===== src/rtl/fq_pkg.sv =====
package fq_pkg;
  localparam int unsigned BYTE_W = 8;
  localparam int unsigned WORD_W = 2 * BYTE_W;
  typedef logic [BYTE_W-1:0] fq_byte_t;
endpackage


===== src/rtl/fq_byte_queue.sv =====
module fq_byte_queue
  import fq_pkg::*;
#(
  parameter int unsigned DEPTH = 6,
  localparam int unsigned PTR_W = $clog2(DEPTH),
  localparam int unsigned CNT_W = $clog2(DEPTH + 1)
) (
  input  logic             clk,
  input  logic             rst,
  input  logic             flush_i,
  input  logic [1:0]       push_n_i,
  input  fq_byte_t         push_b0_i,
  input  fq_byte_t         push_b1_i,
  input  logic             pop_i,
  output fq_byte_t         head_o,
  output logic             vld_o,
  output logic [CNT_W-1:0] count_o
);
  fq_byte_t         slot_q [DEPTH];
  logic [PTR_W-1:0] rd_q, wr_q, wr_nxt;
  logic [CNT_W-1:0] count_q;
  logic             pop_ok;

  function automatic logic [PTR_W-1:0] ptr_inc(input logic [PTR_W-1:0] p);
    return (p == PTR_W'(DEPTH - 1)) ? '0 : p + 1'b1;
  endfunction

  assign wr_nxt  = ptr_inc(wr_q);
  assign pop_ok  = pop_i && (count_q != '0);
  assign head_o  = slot_q[rd_q];
  assign vld_o   = (count_q != '0);
  assign count_o = count_q;

  // data storage without reset
  always_ff @(posedge clk) begin
    if (!flush_i) begin
      if (push_n_i != 2'd0) slot_q[wr_q]   <= push_b0_i;
      if (push_n_i == 2'd2) slot_q[wr_nxt] <= push_b1_i;
    end
  end

  always_ff @(posedge clk) begin
    if (rst || flush_i) begin
      rd_q    <= '0;
      wr_q    <= '0;
      count_q <= '0;
    end else begin
      if (pop_ok) rd_q <= ptr_inc(rd_q);
      case (push_n_i)
        2'd1:    wr_q <= wr_nxt;
        2'd2:    wr_q <= ptr_inc(wr_nxt);
        default: wr_q <= wr_q;
      endcase
      count_q <= count_q + CNT_W'(push_n_i) - CNT_W'(pop_ok);
    end
  end


  no_overflow_chk: assert property (@(posedge clk) disable iff (rst)
    count_q <= CNT_W'(DEPTH));


  push_room_chk: assert property (@(posedge clk) disable iff (rst)
    !flush_i |-> (int'(count_q) + int'(push_n_i) - int'(pop_ok)) <= int'(DEPTH));


  flush_empty_chk: assert property (@(posedge clk) disable iff (rst)
    flush_i |=> (count_q == '0));
endmodule


===== src/rtl/fq_addr_gen.sv =====
module fq_addr_gen #(
  parameter int unsigned SEG_W = 16,
  parameter int unsigned OFF_W = 16,
  parameter int unsigned SHIFT = 4,
  parameter logic [SEG_W-1:0] RESET_SEG = '0,
  parameter logic [OFF_W-1:0] RESET_OFF = '0,
  localparam int unsigned ADDR_W = SEG_W + SHIFT
) (
  input  logic              clk,
  input  logic              rst,
  input  logic              load_i,
  input  logic [SEG_W-1:0]  load_seg_i,
  input  logic [OFF_W-1:0]  load_off_i,
  input  logic              adv_i,
  input  logic              adv_two_i,
  output logic [ADDR_W-1:0] phys_o,
  output logic              odd_o
);
  logic [SEG_W-1:0] seg_q;
  logic [OFF_W-1:0] off_q;
  logic [OFF_W-1:0] step;

  assign step   = adv_two_i ? OFF_W'(2) : OFF_W'(1);
  assign phys_o = (ADDR_W'(seg_q) << SHIFT) + ADDR_W'(off_q);
  assign odd_o  = off_q[0];

  always_ff @(posedge clk) begin
    if (rst) begin
      seg_q <= RESET_SEG;
      off_q <= RESET_OFF;
    end else if (load_i) begin
      seg_q <= load_seg_i;
      off_q <= load_off_i;
    end else if (adv_i) begin
      off_q <= off_q + step;
    end
  end


  off_step_chk: assert property (@(posedge clk) disable iff (rst)
    (adv_i && !load_i) |=> (off_q == $past(off_q) + $past(step)) && $stable(seg_q));
endmodule


===== src/rtl/fetch_queue_unit.sv =====
module fetch_queue_unit
  import fq_pkg::*;
#(
  parameter int unsigned QDEPTH = 6,
  parameter int unsigned SEG_W  = 16,
  parameter int unsigned OFF_W  = 16,
  parameter int unsigned SHIFT  = 4,
  parameter logic [SEG_W-1:0] RESET_SEG = '0,
  parameter logic [OFF_W-1:0] RESET_OFF = '0,
  localparam int unsigned ADDR_W = SEG_W + SHIFT,
  localparam int unsigned CNT_W  = $clog2(QDEPTH + 1)
) (
  input  logic              clk,
  input  logic              rst,
  input  logic              redirect_i,
  input  logic [SEG_W-1:0]  redirect_seg_i,
  input  logic [OFF_W-1:0]  redirect_off_i,
  output logic              rd_req_o,
  output logic [ADDR_W-1:0] rd_addr_o,
  input  logic              rd_gnt_i,
  input  logic              rd_rsp_i,
  input  logic [WORD_W-1:0] rd_data_i,
  output logic              byte_vld_o,
  output logic [BYTE_W-1:0] byte_o,
  input  logic              byte_rdy_i
);
  logic              req_q, wait_q, stale_q;
  logic [ADDR_W-1:0] addr_q;
  logic [ADDR_W-1:0] phys;
  logic              odd;
  logic [CNT_W-1:0]  q_count;
  logic              accept, rsp_take, can_issue, push_en;
  logic [1:0]        push_n;
  fq_byte_t          b0, b1;

  assign accept    = req_q && rd_gnt_i;
  assign rsp_take  = rd_rsp_i && wait_q;
  assign can_issue = !req_q && !wait_q && !redirect_i && (q_count <= CNT_W'(QDEPTH - 2));
  assign push_en   = rsp_take && !stale_q && !redirect_i;
  assign push_n    = push_en ? (odd ? 2'd1 : 2'd2) : 2'd0;
  assign b0        = odd ? rd_data_i[WORD_W-1:BYTE_W] : rd_data_i[BYTE_W-1:0];
  assign b1        = rd_data_i[WORD_W-1:BYTE_W];

  fq_addr_gen #(
    .SEG_W(SEG_W), .OFF_W(OFF_W), .SHIFT(SHIFT),
    .RESET_SEG(RESET_SEG), .RESET_OFF(RESET_OFF)
  ) u_addr (
    .clk(clk), .rst(rst),
    .load_i(redirect_i), .load_seg_i(redirect_seg_i), .load_off_i(redirect_off_i),
    .adv_i(push_en), .adv_two_i(!odd),
    .phys_o(phys), .odd_o(odd)
  );

  fq_byte_queue #(.DEPTH(QDEPTH)) u_queue (
    .clk(clk), .rst(rst), .flush_i(redirect_i),
    .push_n_i(push_n), .push_b0_i(b0), .push_b1_i(b1),
    .pop_i(byte_rdy_i), .head_o(byte_o), .vld_o(byte_vld_o), .count_o(q_count)
  );

  always_ff @(posedge clk) begin
    if (rst) begin
      req_q   <= 1'b0;
      wait_q  <= 1'b0;
      stale_q <= 1'b0;
      addr_q  <= '0;
    end else begin
      if (accept) begin
        req_q  <= 1'b0;
        wait_q <= 1'b1;
      end
      if (rsp_take) wait_q <= 1'b0;
      if (can_issue) begin
        req_q  <= 1'b1;
        addr_q <= phys;
      end
      if (rsp_take) stale_q <= 1'b0;
      else if (redirect_i && (req_q || wait_q)) stale_q <= 1'b1;
    end
  end

  assign rd_req_o  = req_q;
  assign rd_addr_o = addr_q;


  one_outstanding_chk: assert property (@(posedge clk) disable iff (rst)
    !(rd_req_o && wait_q));


  issue_room_chk: assert property (@(posedge clk) disable iff (rst)
    $rose(rd_req_o) |-> (q_count <= CNT_W'(QDEPTH - 2)));


  req_hold_chk: assert property (@(posedge clk) disable iff (rst)
    (rd_req_o && !rd_gnt_i) |=> (rd_req_o && $stable(rd_addr_o)));


  redirect_empty_chk: assert property (@(posedge clk) disable iff (rst)
    redirect_i |=> !byte_vld_o);
endmodule


===== config.mk =====
export PLATFORM = sky130hd
export DESIGN_NAME = fetch_queue_unit
export DESIGN_NICKNAME = d
export VERILOG_FILES = /design/src/rtl/fq_pkg.sv /design/src/rtl/fq_byte_queue.sv /design/src/rtl/fq_addr_gen.sv /design/src/rtl/fetch_queue_unit.sv
export SDC_FILE = /design/constraint.sdc
export NUM_CORES = 1
export LEC_CHECK = 0
export BUFFER_PORTS_ARGS = -buffer_cell sky130_fd_sc_hd__buf_2
export CAP_MARGIN = 10
export CORE_MARGIN = 2
export CORE_UTILIZATION = 30
export CTS_BUF_LIST = sky130_fd_sc_hd__clkbuf_2
export DETAILED_ROUTE_END_ITERATION = 8
export SLEW_MARGIN = 40
export SYNTH_ARGS = -nofsm -noshare
export SYNTH_HDL_FRONTEND = slang
export SYNTH_SLANG_ARGS = --single-unit

===== constraint.sdc =====
create_clock -name clk -period 8.6 [get_ports clk]
set_input_delay 1.72 -clock clk [delete_from_list [all_inputs] [get_ports clk]]
set_output_delay 1.72 -clock clk [all_outputs]
set_load 0.02 [all_outputs]

## Word level (Yosys, flattened, before mapping)

Memories as Yosys holds them, arrays and structs flattened. A register that Yosys moved wholly into a read port is not among the register bits.
Cells that the tools add are included.

| storage, ports and cells | value |
|---|---|
| RAM bits | 48 |
| input port bits | 54 |
| bits in registers | 64 |
| output and inout bits | 30 |
| logic and storage cells | 64 |
| memories | 1 |

| cells by class | value |
|---|---|
| reductions and logical operators | 21 |
| magnitude comparators | 1 |
| equal/unequal tests | 5 |
| $add $sub $neg | 7 |
| muxes and demuxes | 20 |

Memories:

| memory | words | bits a word | read ports | clocked after Yosys merged registers in | wr ports | line | text |
|---|---|---|---|---|---|---|---|
| u_queue.slot_q | 6 | 8 | 1 | 1 | 2 | fq_byte_queue.sv:19 | `fq_byte_t slot_q [DEPTH];` |

Operators with widths:

| kind | count |
|---|---|
| 16-bit two-way mux | 2 |
| 20-bit by 16-bit adder with 20-bit output | 1 |
| 16-bit adder | 1 |
| 3-bit two-way mux | 5 |
| 3-bit by 1-bit adder with 3-bit output (second input constant) | 3 |
| 3-bit == test (second input constant) | 3 |
| 1-bit logical AND | 9 |
| 1-bit two-way mux | 8 |
| 8-bit two-way mux | 1 |
| 2-bit nonzero test | 4 |
| 2-bit two-way mux | 3 |
| 3-bit one-hot mux with 2 select lines | 1 |
| 1-bit logical NOT | 4 |
| 3-bit by 2-bit adder with 3-bit output | 1 |
| 3-bit <= comparator (second input constant) | 1 |
| 3-bit nonzero test | 1 |
| 3-bit by 1-bit subtractor with 3-bit output | 1 |
| 2-bit by 1-bit == test with 1-bit output (second input constant) | 1 |
| 2-bit == test (second input constant) | 1 |
| 1-bit logical OR | 2 |
| 2-bit OR reduction | 1 |

## Longest topological paths before layout

| depth | value |
|---|---|
| depth after elaboration | 8 |
| gate-level depth with buffers | 9 |
| mapped depth without buffers | 8 |

## Hierarchy

Synthesis repeated with hierarchy kept, for this count alone.

| second synthesis, totals | value |
|---|---|
| cells, all modules | 580 |
| area, all modules | 6444.9 µm² |

Modules (own cells, without submodules):

| module | times used | sequential area each (µm²) | cells an instance | area an instance (µm²) |
|---|---|---|---|---|
| fq_byte_queue | 1 | 1681.6 | 208 | 3109.2 |
| fq_addr_gen | 1 | 640.6 | 259 | 2185.8 |
| fetch_queue_unit | 1 | 460.4 | 113 | 1149.9 |

## Worst setup path after synthesis

Ideal clock, no wire load.

| path | value |
|---|---|
| path kind | input -> register |
| start | input port redirect_i |
| end | memory u_queue.slot_q[5][0] (netlist name), enable pin |
| cell stages on the path | 8 |
| setup time | 0.385 ns |
| setup slack | 4.614 ns |
| arrival time | 3.600 ns |
| buffers on the path | 2 |
| cell sequence | clkbuf_1 inv_2 buf_1 nand3_1 ha_1 nor2_1 a21oi_1 nor3b_1 |

RTL lines:

| element | line | text |
|---|---|---|
| start: declaration | fetch_queue_unit.sv:15 | `input logic redirect_i,` |
| end: declaration | fq_byte_queue.sv:19 |  |

==> flow_metrics.py <==
metrics = {
    "status": {
        "outcome": "completed",
    },
    "clocking": {
        "cts_tree": "built",
        "clk_pin_slew_ns": 0.16,
        "post_cts_buffers": 0,
        "cts_hold_buffers": 0,
        "htree_levels": 4,
        "clock_sinks": 115,
        "cts_buffer_depth": 2,
        "clock_latency_ns": 0.69,
        "cts_buffers": 17,
        "cts.repair.resized": 0,
        "clockRootBuffer": "clkbuf_2",
    },
    "cells_and_area": {
        "nFillCells": 2019,
        "final_area_um2": 6920,
        "area_growth_pct": 16.8,
        "drive_above_1_share_pct": 29.2,
        "final_nets": 714,
    },
    "worst_setup_path": {
        "critPathRequiredTime_ns": 6.88,
        "path_class": "reg -> out",
        "cp_max_fo": 16,
        "crit_arrival_ns": 2.37,
        "r2r_cells": 7,
        "start_kind": "flop",
        "cp-end-kind": "primary output",
        "r2r_start": "wait_q",
    },
    "timing": {
        "setup_tns_ns": 0,
        "rsz0062_at_grt": "no",
        "fin_crit_sh_pct": 47.6,
        "drv_slew": 0,
        "hold_viol_final": 0,
        "finalSetupViolations": 0,
        "skew_ns": 0.0326,
        "worstMarginPinSlew_ns": 0.803,
        "max_freq_mhz": 244,
        "finalCriticalPeriod_ns": 4.09,
        "slew_headroom_pct": 46.5,
    },
    "synth": {
        "yosys.area_share.xor_xnor_pct": 3.84,
        "ys_types": 59,
        "synth-compound-area-share_pct": 10.6,
        "synthAdderAreaFrac_pct": 4.47,
        "syn_nets": 637,
        "synth_top_family_by_area": "multiplexers",
        "synth.cell_area_um2": 5930,
        "ys_ff_latch": 115,
        "async_flop_share_pct": 0,
        "synth.area.mux_share_pct": 16.9,
        "synthCells": 563,
        "yosysWarnings": 0,
        "synth-seq-area-share_pct": 46.9,
        "syn_avg_cell_area_um2": 10.5,
        "synthFlopType": "dfxtp_1",
        "synth_edf_count": 48,
        "synthSimpleGateAreaFrac_pct": 14.2,
    },
    "routing": {
        "met2_length_um": 6800,
        "ant_nets": 0,
        "post_drt_wl_per_cell_um": 15.4,
        "drtPass1Iterations": 5,
        "met3_length_um": 714,
        "vias": 4433,
        "m1WireLength_um": 6560,
        "drt-total-wl_um": 14200,
        "drc": 0,
        "via_per_inst": 4.82,
        "routed.top_layer": "met4",
        "drt-initial-drc-count": 220,
    },
    "job": {
        "cap_viol_max_count": 0,
    },
    "min_path": {
        "hp-class": "reg -> reg",
        "min_from": "rd_addr_o[10]",
        "whs_path_depth": 2,
    },
    "grt": {
        "grt_pass1_vias": 4291,
        "grt_overflow": 0,
        "gr-usage-all-layers_pct": 14.0,
        "grt_max_degree": 58,
        "antenna_found_initial": 1,
        "grt_pass1_wl_um": 22300,
    },
    "power_and_ir_drop": {
        "p_total_w": 0.00118,
        "irDropWorstVdd_v": 0.000112,
        "powerDensity_nw_per_um2": 171,
        "p_leak_nw": 2.71,
    },
    "die": {
        "core-area_um2": 19400,
        "pin_count": 84,
        "rows": 51,
        "die_w_um": 145,
        "die_h_um": 145,
        "start_util_pct": 30.6,
        "die_area_um2": 20900,
    },
    "placement": {
        "gp_congestion": 0.823,
        "dpl_cell_area_um2": 6620,
        "hpwl_um": 9790,
        "io_buffers": 83,
    },
}
cells by family (layout without fill, tap and decap cells):
logic type	after synthesis	after routing
AO/OA/AOI/OAI	98	98
AND/OR/NAND/NOR	173	173
XOR/XNOR	26	26
multiplexers	84	84
flip-flops	115	115
other	0	1
adder cells (fa/ha/maj)	20	20
buffers and inverters	47	137
cell type report:
class	count	area, µm²	area share (%)
antenna	1	2.50	0.0361
clock buffer	17	85.1	1.23
clock inverter	15	214	3.09
inverter	17	63.8	0.922
multi-input combinational	401	2990	43.2
sequential	115	2780	40.2
tap	265	332	4.79
timing repair buffer	88	450	6.51
worst max-delay path, stage by stage, from the launching register on:
cell and delay, ns:
dfxtp_2 0.76, mux4_2 0.57, nor2_1 0.11, a21oi_1 0.07
buf_2 0.20
routing by layer:
| metal | track usage (%) | up-vias |
|---|---|---|
| li1 | - | 2216 |
| met1 | 18.0 | 2104 |
| met2 | 22.7 | 107 |
| met3 | 3.64 | 6 |
| met4 | 4.75 | 0 |
| met5 | 0 | - |
synth_stat cells, drive strengths merged, types with 3 or more instances:
master	n	area, µm²
xor2	8	70.1
nand3	12	60.1
a21oi	40	208
nor3b	3	22.5
buf	6	26.3
o211ai	4	30.0
nand4	3	18.8
nor2	59	221
nand3b	4	42.5
dfxtp	67	1340
ha	18	225
inv	17	63.8
nor4	5	31.3
xnor2	18	158
nand2	47	176
and2	4	25.0
mux2	49	552
mux4	8	180
and3	4	25.0
nor3	11	65.1
a211oi	6	45.0
edfxtp	48	1440
o21ai	12	60.1
or3	6	37.5
clkbuf	24	90.1
mux2i	27	270
a21o	8	60.1
a22o	4	35.0
nor2b	4	25.0
a31oi	4	25.0
report_power, final:
part           switching, W  internal (W)  leakage [nW]  total, W
logic             0.0000790     0.0000641          1.57  0.000143
registers         0.0000158      0.000587         0.981  0.000603
clock network      0.000220      0.000216         0.155  0.000437
total              0.000315      0.000868          2.71   0.00118
final timing paths:
path         slack (ns)                   end
max                4.51             byte_o[2]
max reg2reg        5.73  u_queue.slot_q[3][1]
min                0.46         rd_addr_o[10]
min reg2reg        0.46         rd_addr_o[10]
per-stage QoR:
stage	worst slack (ns)	cells	hold slack [ns]	util, %
finish	4.51	919	0.464	35.7
floorplan	4.61	563	0.456	-
global placement	3.96	885	0.442	34.0
global route	4.29	919	0.482	35.7
CTS	4.37	917	0.465	35.7
detailed placement	4.10	885	0.442	34.1
sequential cells by signal, summed over array words and instances (netlist names), named ones only:
| name | count |
|---|---|
| u_addr.off_q | 16 |
| u_queue.slot_q | 48 |
| rd_addr_o | 20 |
| u_queue.count_o | 3 |
| wait_q | 1 |
| u_queue.wr_q | 3 |
| rd_req_o | 1 |
| u_queue.rd_q | 3 |
| stale_q | 1 |
| u_addr.seg_q | 16 |
cells in the final DEF, fill, tap and decap left out, drive strengths merged, types with 11 or more instances in the layout:
cell type	n
nand2	47
dfxtp	67
nor3	11
mux2	49
nand3	12
o21ai	12
nor2	59
mux2i	27
inv	17
buf	87
xnor2	18
a21oi	40
edfxtp	48
clkbuf	18
ha	18
(Power assumes the default switching activity.)
